$ cat config.mk
export PLATFORM = sky130hd
export DESIGN_NAME = ser_stat_reg
export DESIGN_NICKNAME = d
export VERILOG_FILES = /design/src/rtl/ser_stat_pkg.sv /design/src/rtl/ser_stat_ctl.sv /design/src/rtl/ser_stat_dp.sv /design/src/rtl/ser_stat_reg.sv
export SDC_FILE = /design/constraint.sdc
export NUM_CORES = 1
export LEC_CHECK = 0
export BUFFER_PORTS_ARGS = -buffer_cell sky130_fd_sc_hd__buf_2
export CAP_MARGIN = 25
export CORE_MARGIN = 8
export CORE_UTILIZATION = 36
export DETAILED_ROUTE_END_ITERATION = 8
export PLACE_DENSITY_LB_ADDON = 0.3
export REMOVE_ABC_BUFFERS = 1
export SYNTH_ARGS = -nofsm -noshare
export SYNTH_HDL_FRONTEND = slang
export SYNTH_SLANG_ARGS = --single-unit
export TNS_END_PERCENT = 50
$ cat constraint.sdc
create_clock -name clk -period 1.1 [get_ports clk]
set_input_delay 0.11 -clock clk [delete_from_list [all_inputs] [get_ports clk]]
set_output_delay 0.11 -clock clk [all_outputs]
set_load 0.01 [all_outputs]
$ cat src/rtl/ser_stat_pkg.sv
package ser_stat_pkg;
  localparam int NUM_CLR = 5;
  // index into the clearable-flag vector (vector bit i sits at byte bit i+CLR_LSB)
  localparam int IX_TXE = 4;
  localparam int IX_RXF = 3;
  localparam int IX_OVR = 2;
  localparam int IX_FRM = 1;
  localparam int IX_PAR = 0;
  localparam int CLR_LSB = 3;
  localparam int BIT_TEND = 2;
  localparam int BIT_RMP = 1;
  localparam int BIT_TMP = 0;
  localparam logic [NUM_CLR-1:0] CLR_RST = 5'b10000;

  typedef struct packed {
    logic [NUM_CLR-1:0] clr;
    logic mpWrEn;
    logic mpWrVal;
  } ctlStrobe_t;
endpackage

$ cat src/rtl/ser_stat_ctl.sv
module ser_stat_ctl
  import ser_stat_pkg::*;
(
  input  logic               clk,
  input  logic               rstN,
  input  logic               busSel,
  input  logic               busRd,
  input  logic               busWr,
  input  logic [7:0]         busWdata,
  input  logic [NUM_CLR-1:0] flagVec,
  input  logic               dmaTxWrStb,
  input  logic               dmaRxRdStb,
  output ctlStrobe_t         strobes
);
  logic rdAcc, wrAcc;
  logic [NUM_CLR-1:0] armQ;
  logic [NUM_CLR-1:0] busClr;
  logic [NUM_CLR-1:0] dmaClr;

  assign rdAcc = busSel && busRd;
  assign wrAcc = busSel && busWr;

  for (genvar i = 0; i < NUM_CLR; i++) begin : g_arm
    always_ff @(posedge clk) begin
      if (!rstN)            armQ[i] <= 1'b0;
      else if (!flagVec[i]) armQ[i] <= 1'b0;   // flag low: arming gone
      else if (wrAcc)       armQ[i] <= 1'b0;   // any write consumes it
      else if (rdAcc)       armQ[i] <= 1'b1;   // read returned a 1
    end
    assign busClr[i] = wrAcc && armQ[i] && flagVec[i] && !busWdata[CLR_LSB+i];

    // arming only ever comes from a read that saw the flag high
    a_r3_arm_from_read: assert property (@(posedge clk) disable iff (!rstN)
      $rose(armQ[i]) |-> $past(rdAcc && flagVec[i]));
  end

  always_comb begin
    dmaClr = '0;
    dmaClr[IX_TXE] = dmaTxWrStb;
    dmaClr[IX_RXF] = dmaRxRdStb;
  end

  always_comb begin
    strobes.clr     = busClr | dmaClr;
    strobes.mpWrEn  = wrAcc;
    strobes.mpWrVal = busWdata[BIT_TMP];
  end
endmodule

$ cat src/rtl/ser_stat_dp.sv
module ser_stat_dp
  import ser_stat_pkg::*;
#(
  parameter int DATA_W = 8
) (
  input  logic               clk,
  input  logic               rstN,
  input  ctlStrobe_t         strobes,
  input  logic               txEnable,
  input  logic               txLoadStb,
  input  logic               txLastBitStb,
  input  logic               rxDoneStb,
  input  logic [DATA_W-1:0]  rxData,
  input  logic               rxParityBit,
  input  logic               rxStopBit,
  input  logic               rxMpBit,
  input  logic               parityEn,
  input  logic               parityOdd,
  output logic [NUM_CLR-1:0] flagVec,
  output logic               tendQ,
  output logic               rmpQ,
  output logic               tmpQ
);
  logic [NUM_CLR-1:0] setVec;
  logic frameBad, parityBad, cleanRx;

  assign frameBad  = !rxStopBit;
  assign parityBad = parityEn && ((^rxData ^ rxParityBit) != parityOdd);
  assign cleanRx   = !frameBad && !parityBad && !flagVec[IX_RXF];

  always_comb begin
    setVec         = '0;
    setVec[IX_TXE] = !txEnable || txLoadStb;
    setVec[IX_RXF] = rxDoneStb && cleanRx;
    setVec[IX_OVR] = rxDoneStb && flagVec[IX_RXF];
    setVec[IX_FRM] = rxDoneStb && frameBad;
    setVec[IX_PAR] = rxDoneStb && parityBad;
  end

  for (genvar i = 0; i < NUM_CLR; i++) begin : g_flag
    always_ff @(posedge clk) begin
      if (!rstN)                flagVec[i] <= CLR_RST[i];
      else if (setVec[i])       flagVec[i] <= 1'b1;   // set beats clear
      else if (strobes.clr[i])  flagVec[i] <= 1'b0;
    end
  end

  always_ff @(posedge clk) begin
    if (!rstN)                                          tendQ <= 1'b1;
    else if (!txEnable || (txLastBitStb && flagVec[IX_TXE])) tendQ <= 1'b1;
    else if (strobes.clr[IX_TXE])                       tendQ <= 1'b0;
  end

  always_ff @(posedge clk) begin
    if (!rstN) begin
      rmpQ <= 1'b0;
      tmpQ <= 1'b0;
    end else begin
      if (rxDoneStb)      rmpQ <= rxMpBit;
      if (strobes.mpWrEn) tmpQ <= strobes.mpWrVal;
    end
  end

  a_r4_disable_sets_empty: assert property (@(posedge clk) disable iff (!rstN)
    !txEnable |=> flagVec[IX_TXE] && tendQ);
  a_r11_load_beats_clear: assert property (@(posedge clk) disable iff (!rstN)
    txLoadStb |=> flagVec[IX_TXE]);
  a_r6_overrun_sets: assert property (@(posedge clk) disable iff (!rstN)
    (rxDoneStb && flagVec[IX_RXF]) |=> flagVec[IX_OVR] && flagVec[IX_RXF]);
  a_r7_framing_sets: assert property (@(posedge clk) disable iff (!rstN)
    (rxDoneStb && !rxStopBit) |=> flagVec[IX_FRM]);
  a_r8_no_parity_when_off: assert property (@(posedge clk) disable iff (!rstN)
    (!parityEn && !flagVec[IX_PAR]) |=> !flagVec[IX_PAR]);
endmodule

$ cat src/rtl/ser_stat_reg.sv
module ser_stat_reg
  import ser_stat_pkg::*;
#(
  parameter int DATA_W = 8
) (
  input  logic              clk,
  input  logic              rstN,
  input  logic              busSel,
  input  logic              busRd,
  input  logic              busWr,
  input  logic [7:0]        busWdata,
  output logic [7:0]        busRdata,
  input  logic              txEnable,
  input  logic              txLoadStb,
  input  logic              txLastBitStb,
  input  logic              dmaTxWrStb,
  input  logic              rxDoneStb,
  input  logic [DATA_W-1:0] rxData,
  input  logic              rxParityBit,
  input  logic              rxStopBit,
  input  logic              rxMpBit,
  input  logic              parityEn,
  input  logic              parityOdd,
  input  logic              dmaRxRdStb,
  output logic              txEmpty,
  output logic              rxFull,
  output logic              errOverrun,
  output logic              errFraming,
  output logic              errParity,
  output logic              txEnd,
  output logic              rxMp,
  output logic              mpTxBit,
  output logic              txIrq,
  output logic              rxIrq
);
  ctlStrobe_t         strobes;
  logic [NUM_CLR-1:0] flagVec;
  logic               tendQ, rmpQ, tmpQ;

  ser_stat_ctl u_ctl (
    .clk(clk), .rstN(rstN), .busSel(busSel), .busRd(busRd), .busWr(busWr),
    .busWdata(busWdata), .flagVec(flagVec), .dmaTxWrStb(dmaTxWrStb),
    .dmaRxRdStb(dmaRxRdStb), .strobes(strobes)
  );

  ser_stat_dp #(.DATA_W(DATA_W)) u_dp (
    .clk(clk), .rstN(rstN), .strobes(strobes), .txEnable(txEnable),
    .txLoadStb(txLoadStb), .txLastBitStb(txLastBitStb), .rxDoneStb(rxDoneStb),
    .rxData(rxData), .rxParityBit(rxParityBit), .rxStopBit(rxStopBit),
    .rxMpBit(rxMpBit), .parityEn(parityEn), .parityOdd(parityOdd),
    .flagVec(flagVec), .tendQ(tendQ), .rmpQ(rmpQ), .tmpQ(tmpQ)
  );

  assign txEmpty    = flagVec[IX_TXE];
  assign rxFull     = flagVec[IX_RXF];
  assign errOverrun = flagVec[IX_OVR];
  assign errFraming = flagVec[IX_FRM];
  assign errParity  = flagVec[IX_PAR];
  assign txEnd      = tendQ;
  assign rxMp       = rmpQ;
  assign mpTxBit    = tmpQ;
  assign busRdata   = {flagVec, tendQ, rmpQ, tmpQ};
  assign txIrq      = flagVec[IX_TXE];
  assign rxIrq      = |flagVec[IX_RXF:IX_PAR];

  // writes to the read-only positions do not reach rxMp
  a_r10_rmp_read_only: assert property (@(posedge clk) disable iff (!rstN)
    (busSel && busWr && !rxDoneStb && (busWdata[BIT_TEND:BIT_RMP] != {tendQ, rmpQ}))
      |=> $stable(rxMp));
  // a write with the parity bit set never clears it
  a_r3_one_write_keeps: assert property (@(posedge clk) disable iff (!rstN)
    (busSel && busWr && busWdata[CLR_LSB+IX_PAR] && errParity) |=> errParity);
  // txEnd never rises without its set condition
  a_r9_tend_rise_cause: assert property (@(posedge clk) disable iff (!rstN)
    $rose(txEnd) |-> $past(!txEnable || (txLastBitStb && txEmpty)));
endmodule

; Word level (Yosys, flattened, before mapping)
; Cells that the tools add are included.
[totals]
reg_bits = 13
latch_bits = 0
ram_bits = 0
romBits = 0
input_bits = 32
output_inout_bits = 18
wordCells = 79
memories = 0
[op_classes]
addsub = 0
mul = 0
div = 0
magnitude_cmp = 0
eq_ne = 1
n_shift = 0
n_mux = 8
n_bitwise = 8
n_reduce_logical = 49
[op_table]
columns = cell, count
row1 = $logic_and A1 B1 Y1, 25
row2 = $reduce_or A3 Y1, 5
row3 = $logic_not A1 Y1, 9
row4 = $mux W1, 8
row5 = $reduce_bool A2 Y1, 4
row6 = $reduce_xor A8 Y1, 1
row7 = $not A1 Y1, 6
row8 = $or A5 B5 Y5, 1
row9 = $reduce_or A2 Y1, 2
row10 = $reduce_or A4 Y1, 1
row11 = $logic_or A1 B1 Y1, 2
row12 = $ne A1 B1 Y1, 1
row13 = $xor A1 B1 Y1, 1

; Logic depth before layout (Yosys ltp)
; Gate-level depths: netlist of the first run.
[depth]
ltp_word = 9
depth_mapped = 5

; Modules after synthesis
; Synthesis of the first run repeated with hierarchy kept, for this count alone.
[unflattened]
hier_cells = 82
hier_area_um2 = 764.5
[modules_own_cells]
columns = module, n_inst, cells_per_inst, area_each_um2, seq_area_each_um2
row1 = ser_stat_dp, 1, 41, 397.9, 160.2
row2 = ser_stat_ctl, 1, 31, 291.5, 100.1
row3 = ser_stat_reg, 1, 10, 75.1, 0.0

; Worst setup path before layout of the first run
; Ideal clock, no wire load.
[synth_path]
kind = register -> register
from = register u_dp.flagVec[3]
to = register u_dp.flagVec[3]
setup_time_ps = 73
arrival_ps = 1173
required_ps = 1027
slack_ps = -146
stages_incl_launch_ff = 5
path_buffers = 0
period_less_slack_ps = 1246
path_cell_list = dfxtp_1 -> or2b_2 -> nor2_1 -> o21ai_0 -> nor3_2
[synth_via]
elab_chain_cells = 4
word_cells_on_any_way = 8
[synth_lines]
columns = item, line_no
row1 = "start, declared", ser_stat_dp.sv:19  ; output logic [NUM_CLR-1:0] flagVec,
row2 = "start signal, assigned by index", ser_stat_dp.sv:42  ; if (!rstN) flagVec[i] <= CLR_RST[i];
row3 = $logic_and A1 B1 Y1 / $logic_not A1 Y1 (equally long branches), "ser_stat_ctl.sv:30, ser_stat_dp.sv:29"
row4 = "$logic_and A1 B1 Y1, on equally long branches", "ser_stat_ctl.sv:30, ser_stat_dp.sv:29"
row5 = $or A5 B5 Y5 / $logic_and A1 B1 Y1 (equally long branches), "ser_stat_ctl.sv:44, ser_stat_dp.sv:34"
row6 = $reduce_bool A2 Y1 (no line) / $mux W1 (equally long branches), n/a
; Parallel ways exist; a longest one is shown, timed or not.
; A chain may end at the register's enable or synchronous reset.

; Worst setup path in the final report of the first run
[layout_path]
from = register u_dp.flagVec[2]
to = output port rxIrq
[layout_via]
elab_chain_cells = 1
[layout_lines]
columns = item, line_no
row1 = $reduce_or A4 Y1, ser_stat_reg.sv:64  ; assign rxIrq = |flagVec[IX_RXF:IX_PAR];
row2 = "end, declared", ser_stat_reg.sv:34  ; output logic rxIrq
; No other way between the ends.

==> flow_summary.toml, run 1 <==
[outcome]
outcome = "complete, but fails checks"
violations_in_the_final_reports = "negative setup slack"

[clock_tree]
root_buffer = "clkbuf_4"
clkSinkCount = 13
cts_tree = "yes"
cts_made_buffers = 3
cts-htree-levels = 1
clock_path_buffers = 2
holdBufCountCts = 0
clk_latency_ns = 0.26
path_clk_slew_ns = 0.08

[hold_path]
worstHoldPathCells = 2
holdPathEnd = "u_dp.flagVec[4]$_SDFFE_PP1P_"
worstHoldStart = "txLoadStb"
timing.hold.worst.class = "input pin to flop"

[logic_synthesis]
cell_type_with_the_largest_total_area_after_synthesis = "dfxtp_1"
synth_top_family_by_area = "simple AND/OR/NAND/NOR gates"
yosys.area_share.simple = 0.2372
async_flop_share = 0
synth-xor-area-share = 0.1365
synth.area.mux_share = 0.01365
avgSynthCellArea_um2 = 9.165
synth-compound-area-share = 0.1536
yosys.area.top_type_share = 0.3549
synth_enable_flop_cells = 0
netlist_area_um2 = 733.2
synth_cell_type_count = 29
synth-main-ff-cell = "dfxtp_1"
post_synth_main_area_contributors = "dfxtp_1 35%, buf_4 9.2%, nand2_1 5.6%"
yosys_register_bits = 13
cell_count_after_synthesis = 80
adder_cell_share_of_the_synthesized_area = 0
yosysSeqAreaShare = 0.3549
yosysMostFrequentCell = "dfxtp_1"
synth.cells.most_frequent = "13 x dfxtp_1, 11 x nand2_1, 9 x buf_4, 8 x nor2_1, 5 x a21oi_1"
yosysWarnings = 0

[timing]
final.period_utilization = 1.246
final.setup.tns_ns = -0.4270
tightest_slew_ns = 0.2689
finalHoldWorstSlack_ns = 0.02183
final-hold-violation-count = 0
rsz_0062_raised_after_global_routing = "true"
final.setup_skew_ns = 0.0005265
timing.slew.headroom = 0.8199
max_freq_mhz = 729.4
final_critical_path_setup_slack_ns = -0.2709
setup-violations-final = 4
period_needed_ns = 1.371
number_of_pins_exceeding_their_max_slew_limit_in_the_final_report = 0

[setup_path]
timing.critical_path.slowest_stage_cell = "or4_4"
timing_worst_setup_path_type = "flop to output pin"
critPathArrivalTime_ns = 1.26
worstPathMaxFanout = 2
worst_r2r_startpoint = "u_dp.flagVec[3]$_SDFFE_PN0P_"
setup.worst_path.end_class = "output pin"
r2r_setup_slack_ns = -0.05
crit_path_max_incr_delay_ns = 0.54
r2r_cells = 5
setup.worst_path.start_class = "flop"
critical_path.cell_chain = "or4_4 > buf_6"
reg2reg_to = "u_dp.flagVec[3]$_SDFFE_PN0P_"
worstPathRequired_ns = 0.99

[place]
numPortBuffers = 47
gp_congestion = 0.6983
placement.setup.worst_slack_ns = -0.2668
dp_hpwl_um = 1641

[detailed_routing]
via_count = 711
detail_route.iter0.violations = 9
drt-wirelength-per-cell_um = 12.76
post_drt_antenna_nets = 0
avgViaCountPerCell = 4.587
wirelength_um = 1978
drc_errors = 0
dr.pass1.iters = 4

[floorplan]
initial_core_util = 0.3776
floorplan_die_height_um = 61.13
core_area_um2 = 1942
num_rows = 16
design.die.area_um2 = 3737
fp.dieW_um = 61.13
io-pin-count = 50

[finish]
antennaDiodeCount = 0
fin_nets = 161
flow.area_growth_from_synthesis_pct = 44.20
fillCellCount = 201
sequential_cell_area_um2 = 261.5
multi_input_comb_area_um2 = 414.1
drive_gt1_frac = 0.5313

[global_route]
grt_remaining_overflow = 0
grt_first_pass_wirelength_um = 2967
grt_antenna_before_repair = 0
first_global_vias = 701
track_usage = 0.1045
maximum_number_of_pins_on_one_net_before_global_route_repair = 10

[pwr]
power-per-cell-area_nw_per_um2 = 1134
vdd_drop_max_uv = 755.4
p_leak_nw = 0.5043

[job]
max_cap_violations = 0
state kept, by name, summed over array words and instances, names as in the netlist:
register      flops
u_ctl.armQ        5
u_dp.flagVec      5
u_dp.rmpQ         1
u_dp.tendQ        1
u_dp.tmpQ         1
critical path, delay by kind of cell (launching register included):
family,cells,cell delay [ns]
buffers and inverters,1,0.14
and+or+nand+nor,1,0.54
DFF,1,0.32
how the worst max path moves through the flow:
stage / from / endpoint / slack, ns / cells after the start
after floorplan: u_dp.flagVec[3]$_SDFFE_PN0P_ / u_dp.flagVec[3]$_SDFFE_PN0P_ / -0.20 / 4
after global placement: rxData[1] / u_dp.flagVec[0]$_SDFFE_PN0P_ / -0.23 / 5
after detailed placement: rxData[1] / u_dp.flagVec[0]$_SDFFE_PN0P_ / -0.27 / 5
after CTS: u_dp.flagVec[2]$_SDFFE_PN0P_ / rxIrq / -0.28 / 2
after global routing: u_dp.flagVec[2]$_SDFFE_PN0P_ / rxIrq / -0.30 / 2
final: u_dp.flagVec[2]$_SDFFE_PN0P_ / rxIrq / -0.27 / 2
cell type report:
type,count,area share
tap,27,0.03195
inverter,1,0.003550
clock buffer,4,0.02485
multi-input combinational,56,0.3917
timing repair buffer,54,0.3006
sequential,13,0.2473
metal layers:
layer / vias to the layer above / track usage / wire length [um]
met3: 2 / 0.02923 / 102
met4: 0 / 0.03987 / 14
met1: 326 / 0.1250 / 796
met2: 19 / 0.1716 / 1066
met5: - / 0 / 0
li1: 364 / - / -
layout by cell type, fill, tap and decap left out, drive strengths merged:
cell and count:
a41o 1, and4b 1, nand2 11, nor4b 1, a21oi 5, or4 1, xnor3 1, o311a 1
nand3 1, a221o 1, clkbuf 4, buf 54, a211o 1, nand2b 3, o2111a 1, xnor2 5
nor2b 1, mux2i 1, xor2 2, dfxtp 13, inv 1, o21ai 3, a21boi 3, and2 1
nor2 8, nor3 2, or2b 1
power breakdown:
| group | internal (W) | switching [W] |
|---|---|---|
| combinational | 0.000227 | 0.000179 |
| clock | 0.000140 | 0.000144 |
| sequential | 0.000495 | 0.0000151 |
| total | 0.000862 | 0.000338 |
kinds of logic after synthesis:
family                    count (synthesis)
AOI/OAI and AO/OA                        16
xor gates and xnor gates                  8
buffers and inverters                    11
DFF                                      13
muxes                                     1
and+or+nand+nor                          31
stage by stage:
stage | instances | total power, W | cell area [um2] | utilization
final | 155 | 0.001199 | 1057 | 0.5445
after floorplan | 70 | 0.0007163 | 660.6 | -
after detailed placement | 149 | 0.0008742 | 967.2 | 0.4981
after global routing | 155 | 0.001268 | 1057 | 0.5445
after global placement | 149 | 0.0008658 | 967.2 | 0.4981
after CTS | 155 | 0.001186 | 1036 | 0.5335
repair_timing:
action,4_1_cts,5_1_grt
gates resized for setup,7,6
pin swaps,1,4
hold endpoints to repair,0,0
buffers inserted,2,0
endpoints found under the setup margin,2,4
cloned,0,0
Power figures use the tool's default switching activity.
==> inputs of run 2 (changes only) <==
Settings changed: CORE_ASPECT_RATIO set to 0.7.
==> flow_summary.toml, run 2 (synthesis results as in run 1) <==
[outcome]
outcome = "complete, but fails checks"
violations_in_the_final_reports = "negative setup slack"

[global_route]
globalRouteMet2Util = 0.1861
first_global_vias = 743
gr_busiest_metal = "met2"
grt_remaining_overflow = 0
grt.met1_usage = 0.1067
grt_first_pass_wirelength_um = 3049
maximum_number_of_pins_on_one_net_before_global_route_repair = 10
track_usage = 0.1002
grt_antenna_before_repair = 0
groute.layer.met3.usage = 0.04954

[finish]
utilization = 0.5577
layout.cells.non_filler = 151
most-common-layout-cells = "45 x buf_2, 12 x dfxtp_1, 11 x nand2_1"
drive_gt1_frac = 0.5349
antennaDiodeCount = 0
flow.area_growth_from_synthesis_pct = 43.52
fillCellCount = 193
sequential_cell_area_um2 = 264.0
fin_nets = 162
layout_top_registers = "u_ctl.armQ x5, u_dp.flagVec x5"
most_common_library_cell_in_the_layout_ignoring_fill_and_taps = "buf_2"
multi_input_comb_area_um2 = 415.4

[timing]
number_of_pins_exceeding_their_max_slew_limit_in_the_final_report = 0
final.setup_skew_ns = 0.001724
timing.slew.headroom = 0.8116
final.period_utilization = 1.252
rsz_0062_raised_after_global_routing = "true"
final_critical_path_setup_slack_ns = -0.2767
period_needed_ns = 1.377
max_freq_mhz = 726.4
final-hold-violation-count = 0
tightest_slew_ns = 0.2813
setup-violations-final = 2

[job]
max_cap_violations = 0

[clock_tree]
cts_tree = "yes"
path_clk_slew_ns = 0.08
cts-htree-levels = 1
clk_latency_ns = 0.27
root_buffer = "clkbuf_4"
clkSinkCount = 13
cts_made_buffers = 3
holdBufCountCts = 0
clock_path_buffers = 2

[pwr]
p_leak_nw = 0.5071
power-per-cell-area_nw_per_um2 = 1127
vdd_drop_max_uv = 706.3

[setup_path]
worstPathRequired_ns = 0.99
worstPathMaxFanout = 2
timing.critical_path.slowest_stage_cell = "or4_1"
critical_path.cell_chain = "or4_1 > buf_2"
setup.worst_path.end_class = "output pin"
crit_path_start = "u_dp.flagVec[2]$_SDFFE_PN0P_"
timing_worst_setup_path_type = "flop to output pin"
crit_path_max_incr_delay_ns = 0.52
worst_r2r_startpoint = "u_dp.flagVec[3]$_SDFFE_PN0P_"
critPathArrivalTime_ns = 1.27
setup.worst_path.start_class = "flop"

[place]
post-place-cells = 145
numPortBuffers = 47
gp_congestion = 0.8537
dp_hpwl_um = 1614

[floorplan]
io-pin-count = 50
num_rows = 13
design.die.area_um2 = 3760
fp.dieW_um = 69.94
core_area_um2 = 1887
initial_core_util = 0.3886
floorplan_die_height_um = 53.76

[hold_path]
worstHoldStart = "txLoadStb"
timing.hold.worst.class = "input pin to flop"

[detailed_routing]
via_count = 701
drc_errors = 0
detail_route.iter0.violations = 14
wirelength_um = 1976
drt-wirelength-per-cell_um = 13.09
dr.pass1.iters = 4
post_drt_antenna_nets = 0
avgViaCountPerCell = 4.642
[run 2: worst paths after layout]
path,endpoint,slack (ns),depth (start not counted)
min,u_dp.flagVec[4]$_SDFFE_PP1P_,0.01,2
max reg2reg,u_dp.flagVec[3]$_SDFFE_PN0P_,-0.06,5
min reg2reg,u_dp.tmpQ$_SDFFE_PN0N_,0.49,2
max,rxIrq,-0.28,2
[run 2: metal layers]
metal  share of wire  wire length, um
met5               0                0
met4               0                0
met3           0.055              109
met2            0.48              943
met1            0.47              924
[run 2: area by class of cell]
class                      count  area share
tap                           22     0.02616
sequential                    13      0.2509
inverter                       1    0.003567
multi-input combinational     56      0.3948
clock buffer                   4     0.02497
timing repair buffer          55      0.2996
[run 2: stage by stage]
stage | TNS [ns] | instance area (um2) | hold WS [ns] | total power (W) | setup WS, ns
after floorplan | -0.4933 | 660.6 | 0.2044 | 0.0007163 | -0.2027
after global placement | -0.4509 | 968.4 | 0.2952 | 0.0008694 | -0.2261
after detailed placement | -0.4894 | 968.4 | 0.2951 | 0.0008758 | -0.2427
after CTS | -0.3776 | 1027 | 0.004666 | 0.001191 | -0.2900
after global routing | -0.4131 | 1052 | 0.01096 | 0.001263 | -0.3136
final | -0.3336 | 1052 | 0.01483 | 0.001186 | -0.2767
[run 2: critical path: cells and delay by family (launching register included)]
kind          cells  cell delay [ns]
buf+inv           1             0.16
flops             1             0.32
simple gates      1             0.52
[run 2: power breakdown]
group	internal, W	leakage (nW)	total [W]	switching, W
Combinational	0.000210	0.385	0.000383	0.000173
Sequential	0.000494	0.107	0.000508	0.0000145
Clock	0.000141	0.0150	0.000294	0.000153
Total	0.000845	0.507	0.00119	0.000341
[run 2: repair_timing]
item	CTS	global route
pin swaps	2	5
endpoints found under the setup margin	2	6
resized for setup	7	6
buffers inserted	1	2
endpoints found under the hold margin	0	0
==> inputs of run 3 (changes only) <==
Settings changed: SETUP_SLACK_MARGIN set to 0.3.
==> flow_summary.toml, run 3 (synthesis results as in run 1) <==
[outcome]
outcome = "complete, but fails checks"
violations_in_the_final_reports = "negative setup slack"

[pwr]
vdd_drop_max_uv = 700.9
p_leak_nw = 0.5577
power-per-cell-area_nw_per_um2 = 1037

[global_route]
maximum_number_of_pins_on_one_net_before_global_route_repair = 10
globalRouteMet2Util = 0.1906
first_global_vias = 753
grt_remaining_overflow = 0
grt.met1_usage = 0.1141
track_usage = 0.1042
gr_busiest_metal = "met2"
grt_antenna_before_repair = 0
groute.layer.met3.usage = 0.04954
grt_first_pass_wirelength_um = 3153

[clock_tree]
holdBufCountCts = 0
cts-htree-levels = 1
cts_tree = "yes"
clk_latency_ns = 0.28
cts_made_buffers = 3
root_buffer = "clkbuf_4"
clock_path_buffers = 2
path_clk_slew_ns = 0.08
clkSinkCount = 13

[finish]
layout_top_registers = "u_ctl.armQ x5, u_dp.flagVec x5"
sequential_cell_area_um2 = 276.5
multi_input_comb_area_um2 = 436.7
antennaDiodeCount = 0
drive_gt1_frac = 0.6385
fin_nets = 163
most_common_library_cell_in_the_layout_ignoring_fill_and_taps = "buf_2"
flow.area_growth_from_synthesis_pct = 62.63
stdcell_area_um2 = 1192
fillCellCount = 166
most-common-layout-cells = "31 x buf_2, 21 x buf_6, 10 x nand2_1"
layout.cells.non_filler = 152

[setup_path]
r2r_setup_slack_ns = -0.05
setup.worst_path.end_class = "output pin"
worstPathMaxFanout = 2
critPathArrivalTime_ns = 1.27
r2r_cells = 5
worstPathRequired_ns = 0.99
crit_path_start = "u_dp.flagVec[2]$_SDFFE_PN0P_"
setup.worst_path.start_class = "flop"
timing_worst_setup_path_type = "flop to output pin"
timing.critical_path.slowest_stage_cell = "or4_1"
crit_path_max_incr_delay_ns = 0.52
cell_class_contributing_the_biggest_share_of_worst_path_delay = "simple AND/OR/NAND/NOR gates"
reg2reg_to = "u_dp.flagVec[3]$_SDFFE_PN0P_"
critical_path.cell_chain = "or4_1 > buf_2"
worst_r2r_startpoint = "u_dp.flagVec[3]$_SDFFE_PN0P_"
worst-path-buf-inv = 1

[place]
post-place-cells = 145
gp_congestion = 0.8537
place_area_um2 = 968.4
dp_hpwl_um = 1614
numPortBuffers = 47

[timing]
rsz_0062_raised_after_global_routing = "true"
period_needed_ns = 1.383
final_critical_path_setup_slack_ns = -0.2827
final.period_utilization = 1.257
max_freq_mhz = 723.2
setup-violations-final = 2
number_of_pins_exceeding_their_max_slew_limit_in_the_final_report = 0
tightest_slew_ns = 0.2787
final-hold-violation-count = 0
timing.slew.headroom = 0.8133
final.setup_skew_ns = 0.0007510

[detailed_routing]
drt-wirelength-per-cell_um = 13.67
via_count = 717
drc_errors = 0
wirelength_um = 2078
detail_route.iter0.violations = 9
post_drt_antenna_nets = 0
dr.pass1.iters = 4
avgViaCountPerCell = 4.717

[hold_path]
worstHoldStart = "txLoadStb"
holdPathEnd = "u_dp.flagVec[4]$_SDFFE_PP1P_"
timing.hold.worst.class = "input pin to flop"
worstHoldPathCells = 2

[floorplan]
io-pin-count = 50
num_rows = 13
floorplan_die_height_um = 53.76
initial_core_util = 0.3886
core_area_um2 = 1887
fp.dieW_um = 69.94
design.die.area_um2 = 3760

[job]
max_cap_violations = 0
[run 3: changes by cell type in the layout (fill, tap and decap cells not counted), moves of 2 or more]
cell,change
dfxtp_2,+7
xnor2_2,+2
buf_4,-2
buf_2,-14
dfxtp_1,-8
xnor2_1,-2
buf_6,+17
[run 3: where the power goes]
part / leakage (nW) / switching [W] / internal (W) / total [W]
sequential: 0.109 / 0.0000189 / 0.000496 / 0.000514
clock: 0.0150 / 0.000157 / 0.000141 / 0.000297
combinational: 0.434 / 0.000180 / 0.000244 / 0.000425
total: 0.558 / 0.000356 / 0.000881 / 0.00124
[run 3: worst max-delay path by stage]
stage                     cells after the start                           end  slack [ns]
after floorplan                               4  u_dp.flagVec[3]$_SDFFE_PN0P_       -0.20
after global placement                        5  u_dp.flagVec[0]$_SDFFE_PN0P_       -0.23
after detailed placement                      5  u_dp.flagVec[0]$_SDFFE_PN0P_       -0.24
after CTS                                     2                         rxIrq       -0.29
after global routing                          2                         rxIrq       -0.31
final                                         2                         rxIrq       -0.28
[run 3: cell type report]
class	count	area share
multi-input cells	56	0.3662
repair buffers	56	0.3536
flip-flops and latches	13	0.2319
well taps	22	0.02309
clock buffers	4	0.02204
inverters	1	0.003148
[run 3: metrics by stage]
step                setup slack [ns]  total power [W]  hold slack [ns]  setup TNS, ns  utilization
finish                       -0.2827         0.001237          0.01404        -0.3347       0.6320
global route                 -0.3098         0.001313         0.007791        -0.4384       0.6320
CTS                          -0.2900         0.001230         0.004687        -0.3816       0.6081
detailed placement           -0.2427        0.0008758           0.2951        -0.4894       0.5133
global placement             -0.2261        0.0008694           0.2952        -0.4509       0.5133
floorplan                    -0.2027        0.0007163           0.2044        -0.4933            -
[run 3: what timing repair did]
item / 4_1_cts / 5_1_grt
endpoints found under the setup margin: 22 / 23
gates resized for setup: 33 / 12
buffers inserted: 2 / 1
pin swaps: 8 / 10
[run 3: metal layers]
layer	vias up	routed length (um)
li1	368	-
met1	323	958
met2	26	1020
met3	0	99
met4	0	0
met5	-	0
